$ cat config.mk
export PLATFORM = sky130hd
export DESIGN_NAME = txbuf_retry_ctrl
export DESIGN_NICKNAME = d
export VERILOG_FILES = /design/src/rtl/txbuf_retry_ctrl.sv
export SDC_FILE = /design/constraint.sdc
export NUM_CORES = 1
export LEC_CHECK = 0
export ABC_AREA = 1
export CORE_UTILIZATION = 45
export DETAILED_ROUTE_END_ITERATION = 6
export GPL_ROUTABILITY_DRIVEN = 0
export GPL_TIMING_DRIVEN = 0
export SLEW_MARGIN = 20
export SYNTH_ARGS = -nofsm -noshare
export SYNTH_HDL_FRONTEND = slang
export SYNTH_SLANG_ARGS = --single-unit
$ cat constraint.sdc
create_clock -name clk -period 3.85 [get_ports clk]
set_input_delay 0.77 -clock clk [delete_from_list [all_inputs] [get_ports clk]]
set_output_delay 0.77 -clock clk [all_outputs]
set_load 0.02 [all_outputs]
$ cat src/rtl/txbuf_retry_ctrl.sv
module txbuf_retry_ctrl #(
  parameter int DEPTH = 11
) (
  input  logic       clk,
  input  logic       rst_n,
  input  logic       host_valid,
  input  logic [2:0] host_cmd,
  input  logic [7:0] host_data,
  output logic       buf_full,
  input  logic       bus_idle,
  output logic       tx_valid,
  output logic [7:0] tx_byte,
  input  logic       tx_take,
  input  logic       arb_lost,
  input  logic       tx_err,
  output logic       cc_valid,
  output logic [1:0] cc_code
);
  localparam int PW = $clog2(DEPTH + 1);
  localparam logic [PW-1:0] FULL_CNT = PW'(DEPTH);

  typedef enum logic [1:0] {S_IDLE, S_DATA, S_CRC} st_t;
  st_t state;

  logic [7:0]    mem [DEPTH];
  logic [PW-1:0] cnt, rd_ptr;
  logic          complete, term, bad;
  logic [7:0]    crc;

  function automatic logic [7:0] crc_step(input logic [7:0] c, input logic [7:0] d);
    logic [7:0] r;
    r = c ^ d;
    for (int i = 0; i < 8; i++) r = r[7] ? ((r << 1) ^ 8'h1D) : (r << 1);
    return r;
  endfunction

  wire is_clr   = host_valid && (host_cmd == 3'd3 || host_cmd == 3'd4);
  wire is_data  = host_valid && host_cmd <= 3'd2;
  wire can_wr   = is_data && !complete && cnt != FULL_CNT;
  wire fail     = (state != S_IDLE) && (arb_lost || tx_err);
  wire fin      = (state == S_CRC) && tx_take && !fail;
  wire outcome  = fail || fin;
  wire release_ = (fin && !bad) || (outcome && term);
  wire [1:0] code = arb_lost ? 2'd1 : tx_err ? 2'd2 : bad ? 2'd3 : 2'd0;

  assign buf_full = complete || cnt == FULL_CNT;
  assign tx_valid = (state == S_CRC) || (state == S_DATA && rd_ptr != cnt);
  assign tx_byte  = (state == S_CRC) ? (bad ? crc : ~crc) : mem[rd_ptr];

  always_ff @(posedge clk) begin
    if (is_clr && host_cmd == 3'd4) mem[0] <= host_data;
    else if (!is_clr && can_wr) mem[cnt] <= host_data;
  end

  always_ff @(posedge clk) begin
    if (!rst_n) begin
      state <= S_IDLE; cnt <= '0; rd_ptr <= '0; complete <= 1'b0;
      term <= 1'b0; bad <= 1'b0; crc <= 8'hFF; cc_valid <= 1'b0; cc_code <= 2'd0;
    end else begin
      cc_valid <= 1'b0;
      if (is_clr) begin
        cnt <= (host_cmd == 3'd4) ? PW'(1) : '0;
        complete <= 1'b0; term <= 1'b0; bad <= 1'b0;
        rd_ptr <= '0; crc <= 8'hFF; state <= S_IDLE;
      end else begin
        if (can_wr) cnt <= cnt + 1'b1;
        if (is_data && host_cmd == 3'd2) complete <= 1'b1;
        if (host_valid && host_cmd == 3'd5 && cnt != '0) term <= 1'b1;
        case (state)
          S_IDLE:
            if (buf_full && bus_idle) begin
              state <= S_DATA; rd_ptr <= '0; crc <= 8'hFF;
            end
          S_DATA:
            if (!fail) begin
              if (rd_ptr == cnt) begin
                state <= S_CRC; bad <= !complete;
              end else if (tx_take) begin
                rd_ptr <= rd_ptr + 1'b1;
                crc <= crc_step(crc, tx_byte);
              end
            end
          default: ;
        endcase
        if (outcome) begin
          cc_valid <= 1'b1; cc_code <= code;
          state <= S_IDLE; rd_ptr <= '0; crc <= 8'hFF; bad <= 1'b0;
          if (release_) begin
            cnt <= '0; complete <= 1'b0; term <= 1'b0;
          end
        end
      end
    end
  end

  assert_start_gate_R2: assert property (@(posedge clk) disable iff (!rst_n)
    $rose(state != S_IDLE) |-> $past(bus_idle && buf_full));
  assert_success_release_R4: assert property (@(posedge clk) disable iff (!rst_n)
    (cc_valid && cc_code == 2'd0) |-> (cnt == '0 && !complete));
  assert_full_held_R5: assert property (@(posedge clk) disable iff (!rst_n)
    (buf_full && !is_clr && !release_) |=> buf_full);
  assert_arb_code_R6: assert property (@(posedge clk) disable iff (!rst_n)
    (cc_valid && cc_code == 2'd1) |-> $past(arb_lost));
  assert_replay_from_start_R7: assert property (@(posedge clk) disable iff (!rst_n)
    (cc_valid && cc_code != 2'd0) |-> (rd_ptr == '0 && state == S_IDLE));
  assert_no_overflow_R12: assert property (@(posedge clk) disable iff (!rst_n)
    cnt <= FULL_CNT);
endmodule

-- Yosys cells after proc, flatten, opt, wreduce, memory -nomap -nowiden
Memories as Yosys holds them, arrays and structs flattened. A register that Yosys moved wholly into a read port is not among the register bits.
Cells that the tools add are included.
- input port bits: 18
- RAM bits: 88
- logic and storage cells: 127
- memories: 1
- output and inout port bits: 13
- bits in registers: 24
- memories (memory ; depth ; width ; rd ports ; clocked after memory_dff ; wr ports ; RTL line ; RTL):
    mem ; 11 ; 8 ; 1 ; 1 ; 1 ; 25 ; logic [7:0] mem [DEPTH];
- eq/ne operators: 15
- reductions and logical operators: 37
- add/subtract/negate cells: 2
- order comparisons: 1
- multiplexer cells: 49
- bitwise operators: 13
- operator list (operator ; number):
    $mux W8 ; 7
    $mux W4 ; 11
    $mux W5 ; 8
    $not A4 Y4 ; 8
    $logic_and A1 B1 Y1 ; 16
    $pmux W8 S2 ; 1
    $mux W1 ; 14
    $mux W2 ; 6
    $add A4 B1 Y4 const B ; 2
    $ne A2 B2 Y1 const B ; 4
    $not A8 Y8 ; 1
    $pmux W4 S2 ; 1
    $reduce_or A8 Y1 ; 1
    $xor A8 B8 Y8 ; 1
    $eq A3 B2 Y1 const B ; 2
    $eq A3 B3 Y1 const B ; 2
    $logic_or A1 B1 Y1 ; 6
    $reduce_and A5 Y1 ; 1
    $eq A4 B4 Y1 ; 1
    $eq A4 B4 Y1 const B ; 1
    $logic_not A1 Y1 ; 4
    $ne A4 B4 Y1 ; 1
    $ne A4 B4 Y1 const B ; 1
    $pmux W2 S2 ; 1
    13 further kinds ; 16

-- Logic depth before layout (Yosys ltp)
Gate-level depths: netlist of the first run.
- word-level depth: 24
- depth in mapped cells: 23

-- Worst setup path before layout of the first run
No wires, ideal clock.
- path kind: input to register
- start point: in host_cmd[2]
- end point: mem mem[7][0], enable pin
- cell stages on the path: 7
- data arrival time: 2.250 ns
- path buffers: 0
- path slack: 1.206 ns
- setup time: 0.395 ns
- required time: 3.455 ns
- cells stage by stage: inv_1 -> nand2_1 -> a21oi_1 -> nand2_1 -> nor2_1 -> nand2_1 -> nor4_1
- cells in the longest elaborated chain, start to end: 10
- RTL lines (what ; RTL line ; RTL):
    start, declared ; 7 ; input logic [2:0] host_cmd,
    $le A3 B2 Y1, or another cell as far along ; 38 ; wire is_data = host_valid && host_cmd <= 3'd2;
    $logic_and A1 B1 Y1 or $logic_or A1 B1 Y1 (tied branches) ; 38, 37 ;
    $logic_and A1 B1 Y1 (on tied branches) ; 39, 37 ;
    $logic_and A1 B1 Y1 or $logic_not A1 Y1 (tied branches) ; 39, 52 ;
    $logic_and A1 B1 Y1 ; 52 ; else if (!is_clr && can_wr) mem[cnt] <= host_data;
    $mux W1 ; 52 ;
    $mux W1 ; 51 ; if (is_clr && host_cmd == 3'd4) mem[0] <= host_data;
    $mux W1 (implied by the code) ; 52 ;
    $reduce_or A8 Y1 (no line) ; - ;
    $mux W4 (no line) or $mux W1 (tied branches) ; - ;
    end, declared ; 25 ;
Parallel ways exist; a longest one is shown, timed or not.

==> impl_metrics.sql, run 1 <==
INSERT INTO impl_metrics (metric_group, metric, value, unit) VALUES
('power', 'power_density', '482', 'mW/mm²'),
('setup_path', 'crit_path_cell_chain', 'buf_6 > inv_4 > buf_6 > buf_6 > nand2_1 > a21oi_1 > a21oi_1 > o21ai_1 > inv_1 > nand2_1 > nand2_1 > inv_1 > clkdlybuf4s50_1', ''),
('placed_design', 'detailedPlacementHpwl', '9660', 'µm'),
('sta', 'fin_crit_sh', '85.9', '%'),
('routing', 'drt_first_pass_iters', '5', ''),
('routing', 'drt-wirelength-per-cell', '15.7', 'µm'),
('layout', 'final_cell_count_no_fill', '889', ''),
('global_route', 'grt_antenna_before_repair', '0', ''),
('synth', 'ys_seq_area_share', '55.8', '%'),
('routing', 'total_vias_in_the_final_route', '4528', ''),
('synth', 'syn_avg_cell_area', '8.71', 'µm²'),
('synth', 'synthesis.nets', '680', ''),
('sta', 'period_minus_slack', '3.31', 'ns'),
('sta', 'final.setup.tns', '0', 'ns'),
('cts', 'post-cts-setup-buffers', '0', ''),
('synth', 'post_synth_instance_area', '0.00574', 'mm²'),
('global_route', 'via_count_of_the_first_global_routing_pass', '4251', ''),
('placed_design', 'place_inst', '858', ''),
('layout', 'insertedDiodeCount', '0', ''),
('setup_path', 'timing.critical_path.fanout_max', '10', ''),
('floorplan', 'effective_utilization_at_floorplan', '47.0', '%'),
('floorplan', 'die-height', '115', 'µm'),
('cts', 'tritoncts', 'built', ''),
('run_status', 'status', 'finished clean', ''),
('layout', 'design.final.nets', '730', ''),
('floorplan', 'die-width', '115', 'µm'),
('synth', 'synth-warning-count', '0', ''),
('setup_path', 'delay_of_the_slowest_critical_path_stage', '0.59', 'ns'),
('synth', 'yosys.cell_types.count', '37', ''),
('run', 'timing.max_cap.violations', '0', ''),
('cts', 'clock_tree.htree_level_count', '4', ''),
('cts', 'clockRootBuffer', 'clkbuf_16', ''),
('floorplan', 'placementRows', '40', ''),
('hold_path', 'hold_path.class', 'reg2reg', ''),
('cts', 'cts-root-to-sink-buffers', '2', ''),
('floorplan', 'core', '0.0122', 'mm²'),
('synth', 'postSynthRegisterBits', '116', ''),
('setup_path', 'worst-r2r-setup-slack', '1.29', 'ns'),
('sta', 'hold_viol_final', '0', ''),
('layout', 'final_common_cell', 'nand2_1', ''),
('setup_path', 'critPathKind', 'reg2out', ''),
('routing', 'vias_per_cell', '5.09', ''),
('floorplan', 'ioPinCount', '31', ''),
('global_route', 'first_pass_grt_wire_length', '22100', 'µm'),
('global_route', 'grt_max_degree', '17', ''),
('sta', 'drv_slew', '0', ''),
('sta', 'grt_setup_unrepaired', 'no', ''),
('synth', 'postSynthCellCount', '659', ''),
('global_route', 'overflow', '0', ''),
('layout', 'final_cell_mix', '180 x nand2_1, 88 x edfxtp_1, 85 x inv_1', ''),
('layout', 'final_layout_size_suffix_gt1_share', '11.8', '%'),
('routing', 'drt_iter0_drc', '346', ''),
('cts', 'cts_resized', '0', ''),
('layout', 'fin_util', '55.7', '%'),
('placed_design', 'place.port_buffers', '30', ''),
('sta', 'setup_viol', '0', ''),
('sta', 'clock_skew', '0.00986', 'ns'),
('cts', 'total_cts_buffers', '17', ''),
('routing', 'finalWirelength', '14000', 'µm'),
('setup_path', 'critical_path.startpoint_type', 'register', ''),
('setup_path', 'critical_path_arrival', '2.54', 'ns'),
('sta', 'slew_headroom', '33.4', '%'),
('power', 'power_leakage', '0.00291', 'µW'),
('power', 'power_consumption', '3280', 'µW'),
('layout', 'area_growth_syn_to_layout', '18.6', '%'),
('routing', 'detail_route.drc_violations', '0', ''),
('cts', 'insertion_delay', '0.41', 'ns'),
('sta', 'max_clock_freq', '0.302', 'GHz'),
('setup_path', 'cpMaxStageDelayCell', 'clkdlybuf4s50_1', ''),
('sta', 'worst_slew_pin_slew', '0.995', 'ns'),
('floorplan', 'fp.dieArea', '0.0132', 'mm²'),
('setup_path', 'setup.worst_path.end_class', 'primary output', ''),
('cts', 'post_cts_hold_buffer_count', '0', ''),
('setup_path', 'worst_ep_required_time', '3.08', 'ns'),
('routing', 'post_route_ant_nets', '0', ''),
('global_route', 'groute.usage.overall', '22.8', '%'),
('cts', 'cts.reportedPaths.clkPinSlew', '0.05', 'ns'),
('power', 'vdd.ir_drop.worst', '0.000282', 'V'),
('cts', 'clock_sink_count', '116', '');
[logic make-up after synthesis]
family	after synthesis	share of synthesized area [%]
and+or+nand+nor	345	26.2
AOI/OAI and AO/OA	76	7.63
buffers and inverters	114	8.96
xor gates and xnor gates	5	0.763
DFF	116	55.8
adders and majority gates	3	0.654
[final timing paths]
check                                         start  cells after the start                   to
worst max-delay path                       register                     13           tx_byte[3]
worst min-delay path            complete$_SDFF_PP0_                      1     bad$_SDFFE_PP0P_
worst min register to register  complete$_SDFF_PP0_                      1     bad$_SDFFE_PP0P_
worst max register to register    cnt[1]$_SDFF_PP0_                      9  mem[4][5]$_DFFE_PP_
[worst max-delay path: cells and delay by family (launching register included)]
family / cells / cell delay (ns)
buf+inv: 7 / 1.20
compound gates: 3 / 0.31
flops: 1 / 0.30
simple gates: 3 / 0.30
[sequential cells by signal, indices dropped and copies added (netlist names), named ones only]
| register | cells |
|---|---|
| rd_ptr | 4 |
| cc_valid | 1 |
| state | 2 |
| complete | 1 |
| term | 1 |
| cnt | 4 |
| mem | 88 |
| crc | 8 |
| bad | 1 |
| cc_code | 2 |
[through the flow]
step | setup slack, ns | instance area (µm²) | hold WS, ns
6_report | 0.543 | 6810 | 0.434
5_1_grt | 0.374 | 6810 | 0.485
4_1_cts | 0.501 | 6810 | 0.436
3_5_place_dp | 0.615 | 6260 | 0.428
3_3_place_gp | -0.253 | 6250 | 0.428
2_1_floorplan | 1.21 | 5740 | 0.405
[report_power, final]
part / switching (µW) / leakage (µW) / internal [µW] / total [µW]
sequential: 15.3 / 0.00102 / 1370 / 1380
combinational: 284 / 0.00163 / 151 / 436
clock: 532 / 0.000255 / 933 / 1460
[per-layer routing]
metal / vias up / routed length [µm] / global-route usage, %
li1: 2273 / - / -
met1: 2094 / 6310 / 30.4
met2: 137 / 6660 / 36.5
met3: 24 / 744 / 4.16
met4: 0 / 278 / 10.0
met5: - / 0 / 0
[cell usage after synthesis (all sizes together)]
| master | count | area share, % |
|---|---|---|
| nand2 | 194 | 13 |
| inv | 94 | 6.2 |
| edfxtp | 88 | 46 |
| nand3 | 84 | 7.6 |
| nor2 | 59 | 4.4 |
| a21oi | 31 | 3.0 |
| dfxtp | 28 | 9.8 |
| o21ai | 26 | 2.3 |
| buf | 19 | 2.7 |
| o211ai | 5 | 0.65 |
| a211oi | 4 | 0.52 |
| a31oi | 3 | 0.33 |
| ha | 3 | 0.65 |
| nand4 | 3 | 0.33 |
| xor2 | 3 | 0.46 |
| nor3 | 2 | 0.17 |
| o22ai | 2 | 0.22 |
| xnor2 | 2 | 0.31 |
| a21o | 1 | 0.13 |
| a22oi | 1 | 0.13 |
| clkinv | 1 | 0.065 |
| nor3b | 1 | 0.13 |
| nor4 | 1 | 0.11 |
| o21bai | 1 | 0.13 |
| o31ai | 1 | 0.13 |
| o32ai | 1 | 0.15 |
| or2 | 1 | 0.11 |
[cell type report]
type	instances	area, µm²
fillers	1125	5400
flip-flops and latches	116	3200
multi-input cells	429	2030
clock buffers	19	433
inverters	95	359
repair buffers	31	305
well taps	168	210
plain buffers	19	155
clock inverters	12	115
Power figures use the tool's default switching activity.
==> inputs of run 2 (changes only) <==
--- a/config.mk
+++ b/config.mk
@@ -6,10 +6,12 @@
 export NUM_CORES = 1
 export LEC_CHECK = 0
 export ABC_AREA = 1
+export CAP_MARGIN = 40
 export CORE_UTILIZATION = 45
 export DETAILED_ROUTE_END_ITERATION = 6
 export GPL_ROUTABILITY_DRIVEN = 0
 export GPL_TIMING_DRIVEN = 0
+export PLACE_DENSITY = 0.65
 export SLEW_MARGIN = 20
 export SYNTH_ARGS = -nofsm -noshare
 export SYNTH_HDL_FRONTEND = slang
==> constraint.sdc (replaced) <==
create_clock -name clk -period 2.65 [get_ports clk]
set_input_delay 0.53 -clock clk [delete_from_list [all_inputs] [get_ports clk]]
set_output_delay 0.53 -clock clk [all_outputs]
set_load 0.02 [all_outputs]
==> run 2 against run 1 <==
  * Via count rose by 2.8%
  * Routed wire length rose by 0.46%
  * Final cell count rose by 1.0%
  * Total power rose by 52%
  * Die area did not move
  * First-iteration DRC count fell by 6.6%
  * Utilization rose by 1.6 points
  * Register-to-register slack got worse by 1.0 ns
  * Global-route usage rose by 0.098 points
  * Critical path type unchanged
  * Critical endpoint is now tx_valid
  * Largest power group unchanged
==> impl_metrics.sql, run 2 (synthesis gave the netlist of run 1 again) <==
INSERT INTO impl_metrics (metric_group, metric, value, unit) VALUES
('global_route', 'overflow', '0', ''),
('setup_path', 'setup.worst_path.end_class', 'primary output', ''),
('placed_design', 'place.port_buffers', '30', ''),
('floorplan', 'fp.dieArea', '0.0132', 'mm²'),
('layout', 'final_layout_size_suffix_gt1_share', '14.8', '%'),
('cts', 'clock_tree.htree_level_count', '4', ''),
('routing', 'total_vias_in_the_final_route', '4654', ''),
('global_route', 'via_count_of_the_first_global_routing_pass', '4454', ''),
('cts', 'total_cts_buffers', '17', ''),
('setup_path', 'worst_ep_required_time', '2.12', 'ns'),
('global_route', 'grt_antenna_before_repair', '0', ''),
('routing', 'finalWirelength', '14100', 'µm'),
('power', 'vdd.ir_drop.worst', '0.000485', 'V'),
('sta', 'clock_skew', '0.0115', 'ns'),
('global_route', 'grt_max_degree', '17', ''),
('layout', 'top_regs', 'mem: 88 flops, crc: 8 flops', ''),
('floorplan', 'ioPinCount', '31', ''),
('global_route', 'first_pass_grt_wire_length', '22300', 'µm'),
('power', 'power_consumption', '4980', 'µW'),
('routing', 'drt_iter0_drc', '323', ''),
('sta', 'hold_viol_final', '0', ''),
('setup_path', 'timing.critical_path.fanout_max', '6', ''),
('floorplan', 'effective_utilization_at_floorplan', '47.0', '%'),
('setup_path', 'critical_path.startpoint_type', 'register', ''),
('placed_design', 'dpl_cell_area', '0.00627', 'mm²'),
('setup_path', 'r2r.worst_path.cells', '8', ''),
('layout', 'final_cell_mix', '178 x nand2_1, 88 x edfxtp_1, 83 x inv_1', ''),
('run', 'timing.max_cap.violations', '0', ''),
('setup_path', 'worst_setup_path_startpoint', 'cnt[0]$_SDFF_PN0_', ''),
('layout', 'largest_reg_flops', '88', ''),
('layout', 'final_common_cell', 'nand2_1', ''),
('layout', 'design.final.nets', '739', ''),
('layout', 'area_growth_syn_to_layout', '22.0', '%'),
('power', 'power_density', '711', 'mW/mm²'),
('floorplan', 'core', '0.0122', 'mm²'),
('cts', 'post_cts_hold_buffer_count', '0', ''),
('setup_path', 'crit_path_cell_chain', 'inv_1 > nand2_1 > a21oi_1 > nand4_1 > nand2_1 > nand2_1 > clkdlybuf4s50_1', ''),
('sta', 'setup_viol', '0', ''),
('placed_design', 'dp_slack', '-0.340', 'ns'),
('layout', 'final_cell_count_no_fill', '898', ''),
('power', 'power_leakage', '0.00304', 'µW'),
('sta', 'period_minus_slack', '2.56', 'ns'),
('layout', 'stdcell_area', '0.00700', 'mm²'),
('sta', 'fin_crit_sh', '96.6', '%'),
('routing', 'vias_per_cell', '5.18', ''),
('setup_path', 'delay_of_the_slowest_critical_path_stage', '0.53', 'ns'),
('setup_path', 'critPathKind', 'reg2out', ''),
('sta', 'max_clock_freq', '0.391', 'GHz'),
('floorplan', 'placementRows', '40', ''),
('cts', 'cts-root-to-sink-buffers', '2', ''),
('cts', 'clock_sink_count', '116', ''),
('routing', 'drt_first_pass_iters', '6', ''),
('setup_path', 'worst_path_most_repeated_cell', 'nand2_1', ''),
('sta', 'final.setup.tns', '0', 'ns'),
('hold_path', 'hold_depth', '1', ''),
('cts', 'tritoncts', 'built', ''),
('run_status', 'status', 'finished clean', ''),
('cts', 'clockRootBuffer', 'clkbuf_16', ''),
('routing', 'post_route_ant_nets', '0', ''),
('cts', 'insertion_delay', '0.41', 'ns'),
('sta', 'worst_slew_pin_slew', '0.794', 'ns'),
('setup_path', 'cpMaxStageDelayCell', 'clkdlybuf4s50_1', ''),
('routing', 'detail_route.drc_violations', '0', ''),
('setup_path', 'critical_path.reg2reg.startpoint', 'cnt[1]$_SDFF_PP0_', ''),
('floorplan', 'die-height', '115', 'µm'),
('sta', 'drv_slew', '0', ''),
('cts', 'cts.reportedPaths.clkPinSlew', '0.05', 'ns'),
('setup_path', 'critical_path_arrival', '2.03', 'ns'),
('placed_design', 'place_inst', '860', ''),
('setup_path', 'worstReg2RegEnd', 'mem[9][7]$_DFFE_PP_', ''),
('setup_path', 'critPathCapture', 'tx_valid', ''),
('floorplan', 'die-width', '115', 'µm'),
('layout', 'insertedDiodeCount', '0', ''),
('layout', 'regMostFlops', 'mem', ''),
('setup_path', 'worst-r2r-setup-slack', '0.28', 'ns'),
('placed_design', 'detailedPlacementHpwl', '9880', 'µm'),
('global_route', 'groute.usage.overall', '22.9', '%'),
('layout', 'num-fill-cells', '1124', ''),
('sta', 'layout_setup_ws', '0.0911', 'ns'),
('sta', 'slew_headroom', '46.8', '%'),
('hold_path', 'hold_path.class', 'reg2reg', ''),
('routing', 'drt-wirelength-per-cell', '15.7', 'µm');
-- run 2: cell count changes in the layout (fill, tap and decap cells not counted), sizes merged, moves of 2 or more --
cell | before | now
bufinv | 2 | 4
buf | 20 | 26
dlygate4sd2 | 0 | 3
clkdlybuf4s50 | 30 | 22
clkinvlp | 4 | 2
clkbuf | 19 | 25
-- run 2: area by class of cell --
cell class	instances	area [µm²]	share of cell area, %
Tap cell	168	210	3.00
Clock inverter	12	163	2.32
Buffer	19	178	2.54
Multi-Input combinational cell	429	2050	29.3
Sequential cell	116	3210	45.8
Inverter	95	365	5.22
Timing Repair Buffer	40	398	5.68
Clock buffer	19	433	6.18
-- run 2: worst min path at each step --
stage	startpoint	to	slack, ns
floorplan	complete$_SDFF_PP0_	bad$_SDFFE_PP0P_	0.41
global placement	complete$_SDFF_PP0_	bad$_SDFFE_PP0P_	0.43
detailed placement	complete$_SDFF_PP0_	bad$_SDFFE_PP0P_	0.45
CTS	complete$_SDFF_PP0_	bad$_SDFFE_PP0P_	0.46
global route	complete$_SDFF_PP0_	bad$_SDFFE_PP0P_	0.51
finish	complete$_SDFF_PP0_	bad$_SDFFE_PP0P_	0.47
-- run 2: per-stage QoR --
stage / util [%] / hold WS (ns)
final: 57.3 / 0.466
after detailed placement: 51.4 / 0.448
after floorplan: - / 0.405
after global routing: 57.3 / 0.511
after global placement: 51.2 / 0.428
after CTS: 56.3 / 0.459
-- run 2: timing repair --
action | CTS | global route
setup endpoints to repair | 8 | 21
hold endpoints to repair | 0 | 0
cloned | 0 | 2
resized for setup | 11 | 26
buffers inserted | 0 | 2
pin swaps | 0 | 4
-- run 2: worst max-delay path: cells and delay by family, from the launching register on --
kind	cells	cell delay [ns]
flops	1	0.35
compound gates	1	0.14
buf+inv	2	0.73
simple gates	4	0.39
-- run 2: report_power, final --
| part | internal (µW) | switching, µW |
|---|---|---|
| clock network | 1550 | 777 |
| logic | 229 | 414 |
| registers | 1990 | 24.7 |
| total | 3770 | 1220 |
-- run 2: per-layer routing --
layer  vias to the layer above  share of wire (%)  GRT usage [%]
li1                       2297                  -              -
met1                      2195                 43           28.8
met2                       146                 49           38.0
met3                        16                5.9           5.22
met4                         0                1.7           10.1
met5                         -                  0              0
==> inputs of run 3 (changes only) <==
--- a/config.mk
+++ b/config.mk
@@ -7,11 +7,10 @@
 export LEC_CHECK = 0
 export ABC_AREA = 1
 export CAP_MARGIN = 40
-export CORE_UTILIZATION = 45
+export CORE_UTILIZATION = 40
 export DETAILED_ROUTE_END_ITERATION = 6
 export GPL_ROUTABILITY_DRIVEN = 0
 export GPL_TIMING_DRIVEN = 0
-export PLACE_DENSITY = 0.65
 export SLEW_MARGIN = 20
 export SYNTH_ARGS = -nofsm -noshare
 export SYNTH_HDL_FRONTEND = slang
==> run 3 against run 2 <==
  * Utilization fell by 7.9 points
  * Final cell count is 1.1% higher
  * Sequential power about the same
  * Largest cell class unchanged
  * Global-route usage shrank 2.1 points
  * Sequential share of layout area up 0.68 points
  * First-iteration DRC count up 15%
  * Cell area is 1.5% lower
  * Clock power decreased by 6%
  * Largest power group unchanged
  * Worst setup slack worse by 0.043 ns
  * Critical path depth increased by 4
  * Clock-buffer cell count down 2
  * Total power fell by 3.4%
  * Highest routed layer unchanged
==> impl_metrics.sql, run 3 (synthesis gave the netlist of run 1 again) <==
INSERT INTO impl_metrics (metric_group, metric, value, unit) VALUES
('setup_path', 'critPathBufInv', '6', ''),
('routing', 'finalWirelength', '14300', 'µm'),
('sta', 'grt_setup_unrepaired', 'yes', ''),
('power', 'power_frac_clock', '45.3', '%'),
('layout', 'final_cell_mix', '178 x nand2_1, 88 x edfxtp_1, 84 x inv_1', ''),
('layout', 'final_cell_count_no_fill', '908', ''),
('placed_design', 'detailedPlacementHpwl', '9970', 'µm'),
('global_route', 'via_count_of_the_first_global_routing_pass', '4485', ''),
('sta', 'worst_slew_pin_slew', '0.757', 'ns'),
('cts', 'cts.reportedPaths.clkPinSlew', '0.05', 'ns'),
('layout', 'regMostFlops', 'mem', ''),
('hold_path', 'holdPathEnd', 'bad$_SDFFE_PP0P_', ''),
('layout', 'insertedDiodeCount', '0', ''),
('setup_path', 'setup.worst_path.end_class', 'primary output', ''),
('layout', 'final_common_cell', 'nand2_1', ''),
('routing', 'vias_per_cell', '5.08', ''),
('routing', 'drt_iter0_drc', '370', ''),
('cts', 'insertion_delay', '0.42', 'ns'),
('sta', 'drv_slew', '0', ''),
('cts', 'cts_resized', '16', ''),
('setup_path', 'cpLargestDelayFamily', 'buffers and inverters', ''),
('floorplan', 'die-height', '122', 'µm'),
('routing', 'drt_first_pass_iters', '6', ''),
('sta', 'hold_viol_final', '0', ''),
('floorplan', 'effective_utilization_at_floorplan', '41.2', '%'),
('placed_design', 'dpl_cell_area', '0.00630', 'mm²'),
('global_route', 'grt_antenna_before_repair', '0', ''),
('setup_path', 'r2r.worst_path.cells', '8', ''),
('layout', 'num-fill-cells', '1279', ''),
('routing', 'drt-wirelength-per-cell', '15.8', 'µm'),
('setup_path', 'critPathKind', 'reg2out', ''),
('cts', 'post_cts_hold_buffer_count', '0', ''),
('run_status', 'status', 'finished clean', ''),
('routing', 'detail_route.drc_violations', '0', ''),
('power', 'power_consumption', '4810', 'µW'),
('sta', 'final.setup.tns', '0', 'ns'),
('layout', 'largest_reg_flops', '88', ''),
('setup_path', 'worst_ep_required_time', '2.12', 'ns'),
('placed_design', 'dp_slack', '-0.327', 'ns'),
('cts', 'clock_sink_count', '116', ''),
('global_route', 'first_pass_grt_wire_length', '22700', 'µm'),
('cts', 'post-cts-setup-buffers', '0', ''),
('floorplan', 'die-width', '122', 'µm'),
('routing', 'total_vias_in_the_final_route', '4610', ''),
('floorplan', 'ioPinCount', '31', ''),
('power', 'vdd.ir_drop.worst', '0.000463', 'V'),
('setup_path', 'worstReg2RegEnd', 'mem[10][5]$_DFFE_PP_', ''),
('layout', 'area_growth_syn_to_layout', '20.2', '%'),
('run', 'timing.max_cap.violations', '0', ''),
('power', 'power_leakage', '0.00300', 'µW'),
('setup_path', 'delay_of_the_slowest_critical_path_stage', '0.32', 'ns'),
('layout', 'design.final.nets', '736', ''),
('sta', 'max_clock_freq', '0.384', 'GHz'),
('sta', 'layout_setup_ws', '0.0479', 'ns'),
('global_route', 'overflow', '0', ''),
('setup_path', 'worst_path_most_repeated_cell', 'buf_8', ''),
('setup_path', 'timing.critical_path.fanout_max', '10', ''),
('setup_path', 'critical_path.startpoint_type', 'register', ''),
('setup_path', 'worst-r2r-setup-slack', '0.25', 'ns'),
('cts', 'cts-root-to-sink-buffers', '2', ''),
('setup_path', 'critical_path_arrival', '2.07', 'ns'),
('global_route', 'grt_max_degree', '17', ''),
('setup_path', 'critical_path.reg2reg.startpoint', 'cnt[1]$_SDFF_PP0_', ''),
('power', 'power_density', '698', 'mW/mm²'),
('routing', 'post_route_ant_nets', '0', ''),
('setup_path', 'crit_path_cell_chain', 'buf_6 > inv_4 > buf_8 > buf_8 > o21ai_1 > o22ai_1 > o211ai_1 > nand2_2 > nand2_1 > inv_1 > buf_2', ''),
('setup_path', 'cpMaxStageDelayCell', 'dfxtp_1', ''),
('power', 'p_comb_share', '13.0', '%'),
('sta', 'setup_viol', '0', ''),
('floorplan', 'fp.dieArea', '0.0148', 'mm²'),
('cts', 'total_cts_buffers', '17', ''),
('cts', 'clockRootBuffer', 'clkbuf_16', ''),
('sta', 'clock_skew', '0.00950', 'ns'),
('sta', 'fin_crit_sh', '98.2', '%'),
('hold_path', 'holdCritStartpoint', 'complete$_SDFF_PP0_', ''),
('sta', 'slew_headroom', '49.3', '%'),
('floorplan', 'placementRows', '43', ''),
('floorplan', 'core', '0.0139', 'mm²'),
('cts', 'clock_tree.htree_level_count', '4', ''),
('placed_design', 'place.port_buffers', '30', ''),
('cts', 'tritoncts', 'built', ''),
('sta', 'period_minus_slack', '2.60', 'ns'),
('layout', 'top_regs', 'mem: 88 flops, crc: 8 flops', ''),
('power', 'switchingPower', '1250', 'µW'),
('layout', 'stdcell_area', '0.00690', 'mm²'),
('power', 'cell_internal_power', '3560', 'µW'),
('placed_design', 'place_inst', '874', ''),
('power', 'p_seq_share', '41.7', '%'),
('layout', 'final_layout_size_suffix_gt1_share', '14.4', '%'),
('global_route', 'groute.usage.overall', '20.8', '%'),
('hold_path', 'hold_path.class', 'reg2reg', ''),
('hold_path', 'hold_depth', '1', ''),
('power', 'power.share.switching', '26.0', '%');
## run 3: cell types whose count changed in the layout (fill, tap and decap cells not counted), sizes merged
cell,before,now
bufinv,4,2
clkdlybuf4s50,22,21
dlygate4sd2,3,2
clkinvlp,2,5
buf,26,27
clkinv,7,8
clkbuf,25,21
inv,94,95
## run 3: worst max-delay path by stage
stage	start	end	slack, ns	depth (start not counted)
global route	register	tx_byte[3]	-0.08	13
global placement	host_valid	mem[7][4]$_DFFE_PP_	-1.16	7
floorplan	cnt[1]$_SDFF_PP0_	mem[7][0]$_DFFE_PP_	0.18	8
CTS	register	tx_byte[3]	-0.07	11
detailed placement	tx_err	register	-0.33	8
finish	register	tx_byte[3]	0.05	11
## run 3: per-layer routing
layer	track usage (%)	up-vias	wire, µm
li1	-	2284	-
met1	26.2	2192	6430
met2	34.3	109	6980
met3	4.63	25	609
met4	8.64	0	294
met5	0	-	0
## run 3: through the flow
stage / hold slack, ns / utilization, %
global placement: 0.426 / 44.9
CTS: 0.439 / 49.4
detailed placement: 0.427 / 45.2
floorplan: 0.405 / -
global route: 0.461 / 49.5
finish: 0.435 / 49.5
## run 3: final cells by class
class	instances	area, µm²	share of cell area (%)
Clock inverter	15	140	2.03
Multi-Input combinational cell	429	2040	29.6
Clock buffer	17	425	6.17
Inverter	95	363	5.26
Timing Repair Buffer	37	325	4.72
Sequential cell	116	3200	46.5
Tap cell	180	225	3.27
Buffer	19	173	2.50
## run 3: power groups by stage
stage / clock [µW] / combinational (µW) / sequential (µW)
3_5_place_dp: 0 / 628 / 2050
5_1_grt: 2280 / 706 / 2010
3_3_place_gp: 0 / 617 / 2040
4_1_cts: 2200 / 623 / 2010
2_1_floorplan: 0 / 426 / 2040
6_report: 2180 / 626 / 2010
## run 3: worst reg2reg max path: stages (launching register included)
cell and delay (ns):
dfxtp_1 0.39, ha_1 0.25, nand2_1 0.08, nand2_1 0.10, inv_1 0.07, nand2_1 0.16
inv_1 0.22, nand3_1 0.15, nor2_1 0.61
